File: config.mk
export PLATFORM = sky130hd
export DESIGN_NAME = spi_regbus_master
export DESIGN_NICKNAME = d
export VERILOG_FILES = /design/src/rtl/spi_rb_pkg.sv /design/src/rtl/spi_rb_fifo.sv /design/src/rtl/spi_rb_engine.sv /design/src/rtl/spi_regbus_master.sv
export SDC_FILE = /design/constraint.sdc
export NUM_CORES = 1
export LEC_CHECK = 0
export ABC_AREA = 0
export BUFFER_PORTS_ARGS = -buffer_cell sky130_fd_sc_hd__buf_2
export CAP_MARGIN = 15
export CELL_PAD_IN_SITES_DETAIL_PLACEMENT = 0
export CELL_PAD_IN_SITES_GLOBAL_PLACEMENT = 1
export CORE_MARGIN = 2
export CORE_UTILIZATION = 50
export DETAILED_ROUTE_END_ITERATION = 8
export PLACE_DENSITY = 0.85
export SYNTH_ARGS = -nofsm -noshare
export SYNTH_HDL_FRONTEND = slang
export SYNTH_SLANG_ARGS = --single-unit
File: constraint.sdc
create_clock -name clk -period 5.95 [get_ports clk]
set_input_delay 1.19 -clock clk [delete_from_list [all_inputs] [get_ports clk]]
set_output_delay 1.19 -clock clk [all_outputs]
set_load 0.02 [all_outputs]
File: src/rtl/spi_rb_pkg.sv
package spi_rb_pkg;

    localparam int BUS_W  = 32;
    localparam int ADDR_W = 8;
    localparam int CTRL_W = 10;

    localparam logic [ADDR_W-1:0] OFS_GIE   = 8'h1C;
    localparam logic [ADDR_W-1:0] OFS_ISR   = 8'h20;
    localparam logic [ADDR_W-1:0] OFS_IER   = 8'h28;
    localparam logic [ADDR_W-1:0] OFS_SRST  = 8'h40;
    localparam logic [ADDR_W-1:0] OFS_CTRL  = 8'h60;
    localparam logic [ADDR_W-1:0] OFS_STAT  = 8'h64;
    localparam logic [ADDR_W-1:0] OFS_TXD   = 8'h68;
    localparam logic [ADDR_W-1:0] OFS_RXD   = 8'h6C;
    localparam logic [ADDR_W-1:0] OFS_SEL   = 8'h70;
    localparam logic [ADDR_W-1:0] OFS_TXOCC = 8'h74;
    localparam logic [ADDR_W-1:0] OFS_RXOCC = 8'h78;

    localparam int CB_LOOP   = 0;
    localparam int CB_ENABLE = 1;
    localparam int CB_MASTER = 2;
    localparam int CB_CPOL   = 3;
    localparam int CB_CPHA   = 4;
    localparam int CB_TXCLR  = 5;
    localparam int CB_RXCLR  = 6;
    localparam int CB_MANSEL = 7;
    localparam int CB_HOLD   = 8;
    localparam int CB_LSBF   = 9;

    localparam logic [CTRL_W-1:0] CTRL_RESET    = 10'h180;
    localparam logic [CTRL_W-1:0] CTRL_PULSE_MK = 10'h060;
    localparam logic [BUS_W-1:0]  SRST_KEY      = 32'h0000_000A;

    typedef enum logic [2:0] {
        ST_IDLE,
        ST_SETUP,
        ST_LEAD,
        ST_TRAIL,
        ST_HOLD
    } eng_state_t;

endpackage

File: src/rtl/spi_rb_fifo.sv
module spi_rb_fifo #(
    parameter int W     = 8,
    parameter int DEPTH = 16,
    localparam int PW   = $clog2(DEPTH),
    localparam int CW   = PW + 1
) (
    input  logic          clk,
    input  logic          rst_n,
    input  logic          clr,
    input  logic          push,
    input  logic [W-1:0]  din,
    input  logic          pop,
    output logic [W-1:0]  dout,
    output logic          full,
    output logic          empty,
    output logic [CW-1:0] count
);

    logic [W-1:0]  mem [DEPTH];
    logic [PW-1:0] wr_ptr;
    logic [PW-1:0] rd_ptr;
    logic [CW-1:0] cnt_q;
    logic          do_push;
    logic          do_pop;

    assign empty   = (cnt_q == '0);
    assign full    = (cnt_q == CW'(DEPTH));
    assign do_push = push && !full;
    assign do_pop  = pop && !empty;
    assign dout    = mem[rd_ptr];
    assign count   = cnt_q;

    always_ff @(posedge clk) begin
        if (do_push && !clr) begin
            mem[wr_ptr] <= din;
        end
    end

    always_ff @(posedge clk or negedge rst_n) begin
        if (!rst_n) begin
            wr_ptr <= '0;
            rd_ptr <= '0;
            cnt_q  <= '0;
        end else if (clr) begin
            wr_ptr <= '0;
            rd_ptr <= '0;
            cnt_q  <= '0;
        end else begin
            if (do_push) begin
                wr_ptr <= wr_ptr + 1'b1;
            end
            if (do_pop) begin
                rd_ptr <= rd_ptr + 1'b1;
            end
            case ({do_push, do_pop})
                2'b10:   cnt_q <= cnt_q + 1'b1;
                2'b01:   cnt_q <= cnt_q - 1'b1;
                default: cnt_q <= cnt_q;
            endcase
        end
    end

endmodule

File: src/rtl/spi_rb_engine.sv
module spi_rb_engine
    import spi_rb_pkg::*;
#(
    parameter int DIV  = 4,
    parameter int FW   = 8,
    localparam int HALF = DIV / 2,
    localparam int HCW  = (HALF > 1) ? $clog2(HALF) : 1,
    localparam int BCW  = $clog2(FW)
) (
    input  logic          clk,
    input  logic          rst_n,
    input  logic          clr,
    input  logic          run_ok,
    input  logic          tx_avail,
    input  logic [FW-1:0] tx_byte,
    output logic          tx_take,
    input  logic          cpol,
    input  logic          cpha,
    input  logic          lsb_first,
    input  logic          loop_en,
    input  logic          miso,
    output logic          sclk,
    output logic          mosi,
    output logic          busy,
    output logic          rx_put,
    output logic [FW-1:0] rx_byte
);

    eng_state_t     state_q;
    eng_state_t     state_d;
    logic [HCW-1:0] hcnt_q;
    logic [BCW-1:0] bit_q;
    logic [FW-1:0]  tx_sh;
    logic [FW-1:0]  rx_sh;
    logic           half_done;
    logic           last_bit;
    logic           miso_i;
    logic           start;

    assign half_done = (hcnt_q == HCW'(HALF - 1));
    assign last_bit  = (bit_q == BCW'(FW - 1));
    assign start     = run_ok && tx_avail;

    // next-state decision
    always_comb begin
        state_d = state_q;
        unique case (state_q)
            ST_IDLE:  if (start)     state_d = ST_SETUP;
            ST_SETUP: if (half_done) state_d = ST_LEAD;
            ST_LEAD:  if (half_done) state_d = ST_TRAIL;
            ST_TRAIL: if (half_done) state_d = last_bit ? ST_HOLD : ST_LEAD;
            ST_HOLD:  if (half_done) state_d = ST_IDLE;
            default:                 state_d = ST_IDLE;
        endcase
    end

    // state register
    always_ff @(posedge clk or negedge rst_n) begin
        if (!rst_n) begin
            state_q <= ST_IDLE;
        end else if (clr) begin
            state_q <= ST_IDLE;
        end else begin
            state_q <= state_d;
        end
    end

    // half-period timer, bit counter and shifters
    always_ff @(posedge clk or negedge rst_n) begin
        if (!rst_n) begin
            hcnt_q <= '0;
            bit_q  <= '0;
            tx_sh  <= '0;
            rx_sh  <= '0;
        end else if (clr) begin
            hcnt_q <= '0;
            bit_q  <= '0;
            tx_sh  <= '0;
            rx_sh  <= '0;
        end else begin
            if (state_q == ST_IDLE || half_done) begin
                hcnt_q <= '0;
            end else begin
                hcnt_q <= hcnt_q + 1'b1;
            end
            if (tx_take) begin
                tx_sh <= tx_byte;
                bit_q <= '0;
            end
            if (state_q == ST_LEAD && half_done) begin
                rx_sh <= lsb_first ? {miso_i, rx_sh[FW-1:1]} : {rx_sh[FW-2:0], miso_i};
            end
            if (state_q == ST_TRAIL && half_done) begin
                tx_sh <= lsb_first ? (tx_sh >> 1) : (tx_sh << 1);
                bit_q <= bit_q + 1'b1;
            end
        end
    end

    // outputs
    always_comb begin
        tx_take = 1'b0;
        rx_put  = 1'b0;
        sclk    = cpol;
        unique case (state_q)
            ST_IDLE:  tx_take = start;
            ST_SETUP: sclk    = cpol;
            ST_LEAD:  sclk    = cpol ^ cpha;
            ST_TRAIL: sclk    = ~(cpol ^ cpha);
            ST_HOLD:  rx_put  = half_done;
            default:  sclk    = cpol;
        endcase
    end

    assign busy    = (state_q != ST_IDLE);
    assign mosi    = lsb_first ? tx_sh[0] : tx_sh[FW-1];
    assign miso_i  = loop_en ? mosi : miso;
    assign rx_byte = rx_sh;

endmodule

File: src/rtl/spi_regbus_master.sv
module spi_regbus_master
    import spi_rb_pkg::*;
#(
    parameter int NUM_SS = 4,
    parameter int DEPTH  = 16,
    parameter int DIV    = 4,
    parameter int IRQ_W  = 9,
    localparam int FW    = 8,
    localparam int OCC_W = $clog2(DEPTH),
    localparam int CNT_W = OCC_W + 1
) (
    input  logic              clk,
    input  logic              rst_n,
    input  logic              bus_wr,
    input  logic              bus_rd,
    input  logic [7:0]        bus_addr,
    input  logic [31:0]       bus_wdata,
    output logic [31:0]       bus_rdata,
    output logic              spi_sclk,
    output logic              spi_mosi,
    input  logic              spi_miso,
    output logic [NUM_SS-1:0] spi_ss_n
);

    logic [CTRL_W-1:0] ctrl_q;
    logic [NUM_SS-1:0] sel_q;
    logic              gie_q;
    logic [IRQ_W-1:0]  isr_q;
    logic [IRQ_W-1:0]  ier_q;

    logic              srst;
    logic              ctrl_wr;
    logic              tx_clr;
    logic              rx_clr;
    logic              tx_push;
    logic              rx_pop_req;
    logic              run_ok;
    logic              ss_manual;
    logic              cpol;

    logic [FW-1:0]     tx_dout;
    logic              tx_full;
    logic              tx_empty;
    logic [CNT_W-1:0]  tx_cnt;
    logic [FW-1:0]     rx_dout;
    logic              rx_full;
    logic              rx_empty;
    logic [CNT_W-1:0]  rx_cnt;

    logic              eng_take;
    logic              eng_busy;
    logic              eng_put;
    logic [FW-1:0]     eng_rx;

    logic [31:0]       rdata_c;

    assign srst       = bus_wr && (bus_addr == OFS_SRST) && (bus_wdata == SRST_KEY);
    assign ctrl_wr    = bus_wr && (bus_addr == OFS_CTRL);
    assign tx_clr     = srst || (ctrl_wr && bus_wdata[CB_TXCLR]);
    assign rx_clr     = srst || (ctrl_wr && bus_wdata[CB_RXCLR]);
    assign tx_push    = bus_wr && (bus_addr == OFS_TXD);
    assign rx_pop_req = bus_rd && (bus_addr == OFS_RXD);
    assign run_ok     = ctrl_q[CB_ENABLE] && ctrl_q[CB_MASTER] && !ctrl_q[CB_HOLD];
    assign ss_manual  = ctrl_q[CB_MANSEL];
    assign cpol       = ctrl_q[CB_CPOL];

    // register file
    always_ff @(posedge clk or negedge rst_n) begin
        if (!rst_n) begin
            ctrl_q <= CTRL_RESET;
            sel_q  <= '1;
            gie_q  <= 1'b0;
            isr_q  <= '0;
            ier_q  <= '0;
        end else if (srst) begin
            ctrl_q <= CTRL_RESET;
            sel_q  <= '1;
            gie_q  <= 1'b0;
            isr_q  <= '0;
            ier_q  <= '0;
        end else if (bus_wr) begin
            case (bus_addr)
                OFS_CTRL: ctrl_q <= bus_wdata[CTRL_W-1:0] & ~CTRL_PULSE_MK;
                OFS_SEL:  sel_q  <= bus_wdata[NUM_SS-1:0];
                OFS_GIE:  gie_q  <= bus_wdata[31];
                OFS_ISR:  isr_q  <= bus_wdata[IRQ_W-1:0];
                OFS_IER:  ier_q  <= bus_wdata[IRQ_W-1:0];
                default:  ;
            endcase
        end
    end

    spi_rb_fifo #(.W(FW), .DEPTH(DEPTH)) u_txq (
        .clk   (clk),
        .rst_n (rst_n),
        .clr   (tx_clr),
        .push  (tx_push),
        .din   (bus_wdata[FW-1:0]),
        .pop   (eng_take),
        .dout  (tx_dout),
        .full  (tx_full),
        .empty (tx_empty),
        .count (tx_cnt)
    );

    spi_rb_fifo #(.W(FW), .DEPTH(DEPTH)) u_rxq (
        .clk   (clk),
        .rst_n (rst_n),
        .clr   (rx_clr),
        .push  (eng_put),
        .din   (eng_rx),
        .pop   (rx_pop_req),
        .dout  (rx_dout),
        .full  (rx_full),
        .empty (rx_empty),
        .count (rx_cnt)
    );

    spi_rb_engine #(.DIV(DIV), .FW(FW)) u_eng (
        .clk       (clk),
        .rst_n     (rst_n),
        .clr       (srst),
        .run_ok    (run_ok),
        .tx_avail  (!tx_empty),
        .tx_byte   (tx_dout),
        .tx_take   (eng_take),
        .cpol      (cpol),
        .cpha      (ctrl_q[CB_CPHA]),
        .lsb_first (ctrl_q[CB_LSBF]),
        .loop_en   (ctrl_q[CB_LOOP]),
        .miso      (spi_miso),
        .sclk      (spi_sclk),
        .mosi      (spi_mosi),
        .busy      (eng_busy),
        .rx_put    (eng_put),
        .rx_byte   (eng_rx)
    );

    assign spi_ss_n = (ss_manual || eng_busy) ? sel_q : '1;

    // read mux
    always_comb begin
        rdata_c = '0;
        case (bus_addr)
            OFS_GIE:   rdata_c[31]          = gie_q;
            OFS_ISR:   rdata_c[IRQ_W-1:0]   = isr_q;
            OFS_IER:   rdata_c[IRQ_W-1:0]   = ier_q;
            OFS_CTRL:  rdata_c[CTRL_W-1:0]  = ctrl_q;
            OFS_STAT:  rdata_c[3:0]         = {tx_full, tx_empty, rx_full, rx_empty};
            OFS_RXD:   rdata_c[FW-1:0]      = rx_empty ? '0 : rx_dout;
            OFS_SEL:   rdata_c[NUM_SS-1:0]  = sel_q;
            OFS_TXOCC: rdata_c[OCC_W-1:0]   = tx_cnt[OCC_W-1:0] - 1'b1;
            OFS_RXOCC: rdata_c[OCC_W-1:0]   = rx_cnt[OCC_W-1:0] - 1'b1;
            default:   rdata_c              = '0;
        endcase
    end

    assign bus_rdata = rdata_c;

endmodule

# Yosys cells after proc, flatten, opt, wreduce, memory -nomap -nowiden

Memories as Yosys holds them, arrays and structs flattened.
Cells that the tools add are included.

Register bits after elaboration: 82
Bits in writable memories: 256
Output and inout bits: 38
Word-level logic and storage cells: 176
Memories: 2

Add/subtract/negate cells: 12
Eq/ne operators: 28
Muxes and demuxes: 63
Bitwise logic cells: 2
Reduce and logical (&&, ||, !) cells: 53

Memories:

| memory    | words | width | read ports | clocked after Yosys merged registers in | write ports | line              | source |
|---|---|---|---|---|---|---|---|
| u_rxq.mem | 16    | 8     | 1          | 0                                       | 1           | spi_rb_fifo.sv:19 | `logic [W-1:0] mem [DEPTH];` |
| u_txq.mem | 16    | 8     | 1          | 0                                       | 1           | spi_rb_fifo.sv:19 |  |

Operators with widths:

| cell                                             | number |
|---|---|
| == test 8 x 7 -> 1 bit, second input constant    | 8 |
| 2-to-1 mux 8 bit                                 | 8 |
| 2-to-1 mux 9 bit                                 | 6 |
| 2-to-1 mux 4 bit                                 | 12 |
| == test 32 x 4 -> 1 bit, second input constant   | 1 |
| case mux 4 bit (8 select lines)                  | 1 |
| 2-to-1 mux 10 bit                                | 3 |
| 2-to-1 mux 3 bit                                 | 10 |
| nonzero test 2 bit                               | 11 |
| case mux 5 bit (2 select lines)                  | 2 |
| logical AND 1 bit                                | 18 |
| adder 4 x 1 -> 4 bit, second input constant      | 4 |
| == test 8 x 6 -> 1 bit, second input constant    | 2 |
| case mux 4 bit (4 select lines)                  | 1 |
| 2-to-1 mux 1 bit                                 | 15 |
| != test 3 x 2 -> 1 bit, second input constant    | 5 |
| case mux 3 bit (5 select lines)                  | 1 |
| nonzero test 3 bit                               | 4 |
| adder 5 x 1 -> 5 bit, second input constant      | 2 |
| == test 5 bit, second input constant             | 2 |
| logical NOT 5 bit                                | 2 |
| 2-to-1 mux 5 bit                                 | 2 |
| AND reduction 2 bit                              | 5 |
| subtractor 5 x 1 -> 5 bit, second input constant | 2 |
| 17 further kinds                                 | 31 |

# Depth between registers and ports, before layout

Depth in word-level cells: 8
Mapped depth: 12

# By module

From an unflattened synthesis, not the netlist that was laid out.

Cells, all modules: 1076
Area total of the unflattened synthesis: 16146.7 um^2

By module, submodules not included:

| module               | instances | cells an instance | area an instance (um^2) | seq. area each (um^2) |
|---|---|---|---|---|
| spi_rb_fifo at u_rxq | 1         | 303               | 6024.5                  | 4169.0 |
| spi_rb_fifo at u_txq | 1         | 299               | 5957.0                  | 4169.0 |
| spi_regbus_master    | 1         | 341               | 2829.0                  | 783.3 |
| spi_rb_engine        | 1         | 133               | 1336.3                  | 575.6 |

# Least setup slack after synthesis

No wires, ideal clock.

Path type: input to output
From: input bus_addr[2]
To: output bus_rdata[1]
Arrival time: 3.159 ns
Required time: 4.760 ns
Slack: 1.601 ns
Stages: 9
Path through: buf_2 > nor4b_1 > nand2_1 > nor2_1 > a21oi_1 > ha_1 > o2bb2ai_1 > a21oi_1 > o311ai_0

Longest elaborated chain between the ends: 2

Ends and longest elaborated chain:

| element                                                          | line                     | source |
|---|---|---|
| start: declaration                                               | spi_regbus_master.sv:16  | `input logic [7:0] bus_addr,` |
| == test 8 x 7 -> 1 bit or == test 8 x 6 -> 1 bit (tied branches) | spi_regbus_master.sv:144 | `case (bus_addr)` |
| case mux 4 bit (8 select lines) *                                | spi_regbus_master.sv:144 |  |
| end: declaration                                                 | spi_regbus_master.sv:18  | `output logic [31:0] bus_rdata,` |

Every way passes the cells marked *; elsewhere a longest branch is shown, timed or not.

# Final worst setup path

Ends and elaborated chain as after synthesis.

==> flow_summary_export.csv <==
group,metric,value,unit
status,run_status,"finished, final reports clean",
global_routing,grt_pass1_vias,8557,
finish,final_common_cell,"edfxtp_1",
finish,nets,1099,
critical_path,worst-path-buf-inv,2,
critical_path,endpoint_kind,"output port",
cts,htreeDepth,2,
critical_path,critPathRequiredTime,4.76,ns
critical_path,path_cells,"buf_2 > nor4b_1 > nand2_1 > mux2i_1 > ha_1 > o2bb2ai_1 > a21oi_1 > o311ai_0 > buf_2",
die,row_count,63,
cts,post_cts.resized_instances,0,
critical_path,r2r_setup_slack,2.42,ns
critical_path,reg2reg_to,"u_rxq.count[4]",
synthesis,yosysWarnings,0,
global_routing,grt_pass1_wl,50.34,mm
timing,finClkSkew,0.02427,ns
detailed_routing,drt_iter0_drc,931,
hold_path,hold_path_class,"flop to flop",
cts,insertion_delay,0.52,ns
timing,fmax,207.3,MHz
detailed_routing,vias,8698,
finish,post-route-util,56.55,%
die,initial_core_util,50.70,%
critical_path,crit_type,"input port to output port",
finish,num_antenna_cells,0,
flow_run,cap_violations,0,
place,hpwlAfterDp,22.20,mm
timing,slew_violations,0,
timing,min_period,4.825,ns
critical_path,cpPeakStageDelay,0.83,ns
timing,tightestPinTransition,1.002,ns
timing,final-hold-violation-count,0,
die,ios,83,
synthesis,yosysUniqueCellTypes,74,
finish,design_area,16720,um^2
hold_path,hold_start,"isr_q[6]",
global_routing,grt_util_all_layers,21.23,%
finish,layout_common_cells,"256 x edfxtp_1, 72 x mux4_2, 71 x dfrtp_1",
synthesis,avgSynthCellArea,15.44,um^2
cts,cts_buffers,35,
critical_path,rr_worst_depth,10,
place,place_congestion,0.8708,
place,placedCellCount,1387,
finish,syn2layout_area_growth,11.54,%
synthesis,synth-async-reset-ratio,23.81,%
synthesis,synth_edf_count,256,
finish,n_fill_cell,2288,
critical_path,path_max_fanout,9,
power,clkPwrFrac,43.0,%
detailed_routing,dr.pass1.iters,6,
critical_path,crit_arrival,3.63,ns
finish,multi_input_area,4866,um^2
cts,clk_pin_slew,0.06,ns
timing,relSlewSlack,33.23,%
power,seqPwrFrac,53.6,%
finish,stdcell_count,1452,
timing,setup_viol,0,
detailed_routing,wl_per_cell,22.43,um
global_routing,grt_max_degree,59,
cts,clock_sinks,336,
power,p_sw,993.6,uW
synthesis,synth_seq_cells,336,
finish,seqCellArea,9701,um^2
critical_path,worst_path_max_delay_cell,"nor4b_1",
synthesis,netlist_area,14990,um^2
die,core_area,29560,um^2
cts,clockRootBuffer,"clkbuf_16",
hold_path,min_to,"isr_q[6]",
global_routing,grt_overflow_total,0,
synthesis,synth-main-ff-cell,"edfxtp_1",
detailed_routing,wl,32.57,mm
timing,fin_tns_setup,0,ns
power,ir_worst_vdd,0.0002676,V
critical_path,path_common_cell,"buf_2",
power,p_int,3.765,mW
critical_path,setup.worst_path.start,"bus_addr[2]",
critical_path,start_kind,"input port",
die,fp.dieW,177.1,um
critical_path,reg2reg_from,"u_rxq.count[0]",
cts,ctsHoldBuffers,0,
power,combPwrFrac,3.4,%
synthesis,syn_inst,971,
die,dieArea,31380,um^2
global_routing,antenna_found_initial,0,
timing,finalCritPeriodShare,81.08,%
die,die_h,177.1,um
cts,postCtsSetupBuffers,0,
detailed_routing,final_antenna_net_count,0,
cts,clockBufferDepth,3,
detailed_routing,drc,0,
critical_path,cp_top_family,"simple AND/OR/NAND/NOR gates",
timing,rsz0062_at_grt,"no",
synthesis,synth_seq_area_share,64.70,%
power,leakage,5.659,nW
finish,drive_above_1_share,23.45,%
hold_path,holdPathStages,1,
place,place_area,15630,um^2
power,powerDensity,284.6,nW/um^2
power,report.power.total,4.758,mW
power,sw_frac_of_total,20.88,%
place,port-buffer-count,61,
detailed_routing,viasPerCell,5.990,
cts,cts_tree,"done",
-- power by group through the flow --
stage          clock network [mW]  registers, mW  logic (mW)
2_1_floorplan                   0           2.58       0.105
3_3_place_gp                    0           2.60       0.158
3_5_place_dp                    0           2.60       0.161
4_1_cts                      2.09           2.55       0.162
5_1_grt                      2.17           2.55       0.177
6_report                     2.05           2.55       0.161
-- stage by stage --
step,worst slack (ns),hold WS (ns)
after floorplan,1.601,0.4579
after global placement,1.284,0.4867
after detailed placement,1.148,0.4926
after CTS,1.143,0.5055
after global routing,0.8670,0.5256
final,1.125,0.5025
-- area by class of cell --
class / count / share of cell area [%]
sequential: 336 / 58.03
clock buffer: 49 / 5.741
multi-input combinational: 552 / 29.11
timing repair buffer: 85 / 2.941
clock inverter: 14 / 0.6811
tap: 390 / 2.919
inverter: 26 / 0.5838
-- synthesized netlist by cell type, types with 4 or more instances --
library cell,n,area [um^2]
a21oi_1,25,125.1
dfstp_2,6,157.7
nor2b_1,8,50.05
a22oi_1,19,142.6
buf_4,21,157.7
dfrtp_1,74,1852
buf_2,20,100.1
xnor2_1,13,113.9
nor4_1,20,125.1
mux4_2,72,1622
edfxtp_1,256,7687
mux2i_1,22,220.2
mux2_2,17,191.4
nand2b_1,10,62.56
nand3b_1,5,37.54
nor3_1,18,90.09
nor4bb_1,4,40.04
nand4_1,8,50.05
a32o_1,5,50.05
inv_1,26,97.59
o21ai_0,17,85.08
and2_1,13,81.33
o2111ai_1,4,35.03
nand3_1,25,125.1
nand2_1,40,150.1
buf_1,9,33.78
ha_1,17,212.7
xor2_1,9,78.83
nor2_1,59,221.5
a211oi_1,29,217.7
clkbuf_1,25,93.84
or2_2,5,31.28
-- flip-flops by register name (all words and copies together), names as in the netlist --
| register | count |
|---|---|
| u_rxq.mem | 128 |
| u_txq.mem | 128 |
| ier_q | 9 |
| isr_q | 9 |
| ctrl_q | 8 |
| u_eng.rx_byte | 8 |
| u_eng.tx_sh | 8 |
| u_rxq.count | 5 |
| u_txq.count | 5 |
| sel_q | 4 |
| u_rxq.rd_ptr | 4 |
| u_rxq.wr_ptr | 4 |
| u_txq.rd_ptr | 4 |
| u_txq.wr_ptr | 4 |
| u_eng.bit_q | 3 |
| u_eng.state_q | 3 |
| gie_q | 1 |
| u_eng.half_done | 1 |
-- cell families (layout without fill, tap and decap cells) --
logic type | Yosys count | after routing | share of synthesized area (%)
muxes | 111 | 111 | 13.57
DFF | 336 | 336 | 64.70
other | 1 | 21 | 0.02502
AOI/OAI and AO/OA | 135 | 135 | 6.637
adders and majority gates | 18 | 18 | 1.553
and+or+nand+nor | 245 | 245 | 8.866
xor gates and xnor gates | 22 | 22 | 1.286
buffers and inverters | 103 | 174 | 3.373
-- worst register-to-register path, stage by stage, from the launching register on --
cell and delay, ns:
dfrtp_1 0.46, or4_4 0.61, o2111a_1 0.53, or2_2 0.42, inv_1 0.11, ha_1 0.27, nor2b_1 0.15, o21a_1 0.18
or4_4 0.41, a21o_1 0.20, a21oi_2 0.12
-- per-layer routing --
layer  up-vias  track usage (%)  routed length, um
met2       284            35.00              16320
met4         0            5.544                631
met3        43            3.114               1773
met1      4457            29.81              13840
met5         -                0                  0
li1       3914                -                  -
-- worst max-delay path by stage --
stage                              end  depth (start not counted)
after floorplan           bus_rdata[1]                          9
after global placement    bus_rdata[1]                          9
after detailed placement  bus_rdata[1]                          9
after CTS                 bus_rdata[1]                          9
after global routing      bus_rdata[1]                          9
final                     bus_rdata[1]                          9
No activity file was read; power rests on OpenSTA's default activity.
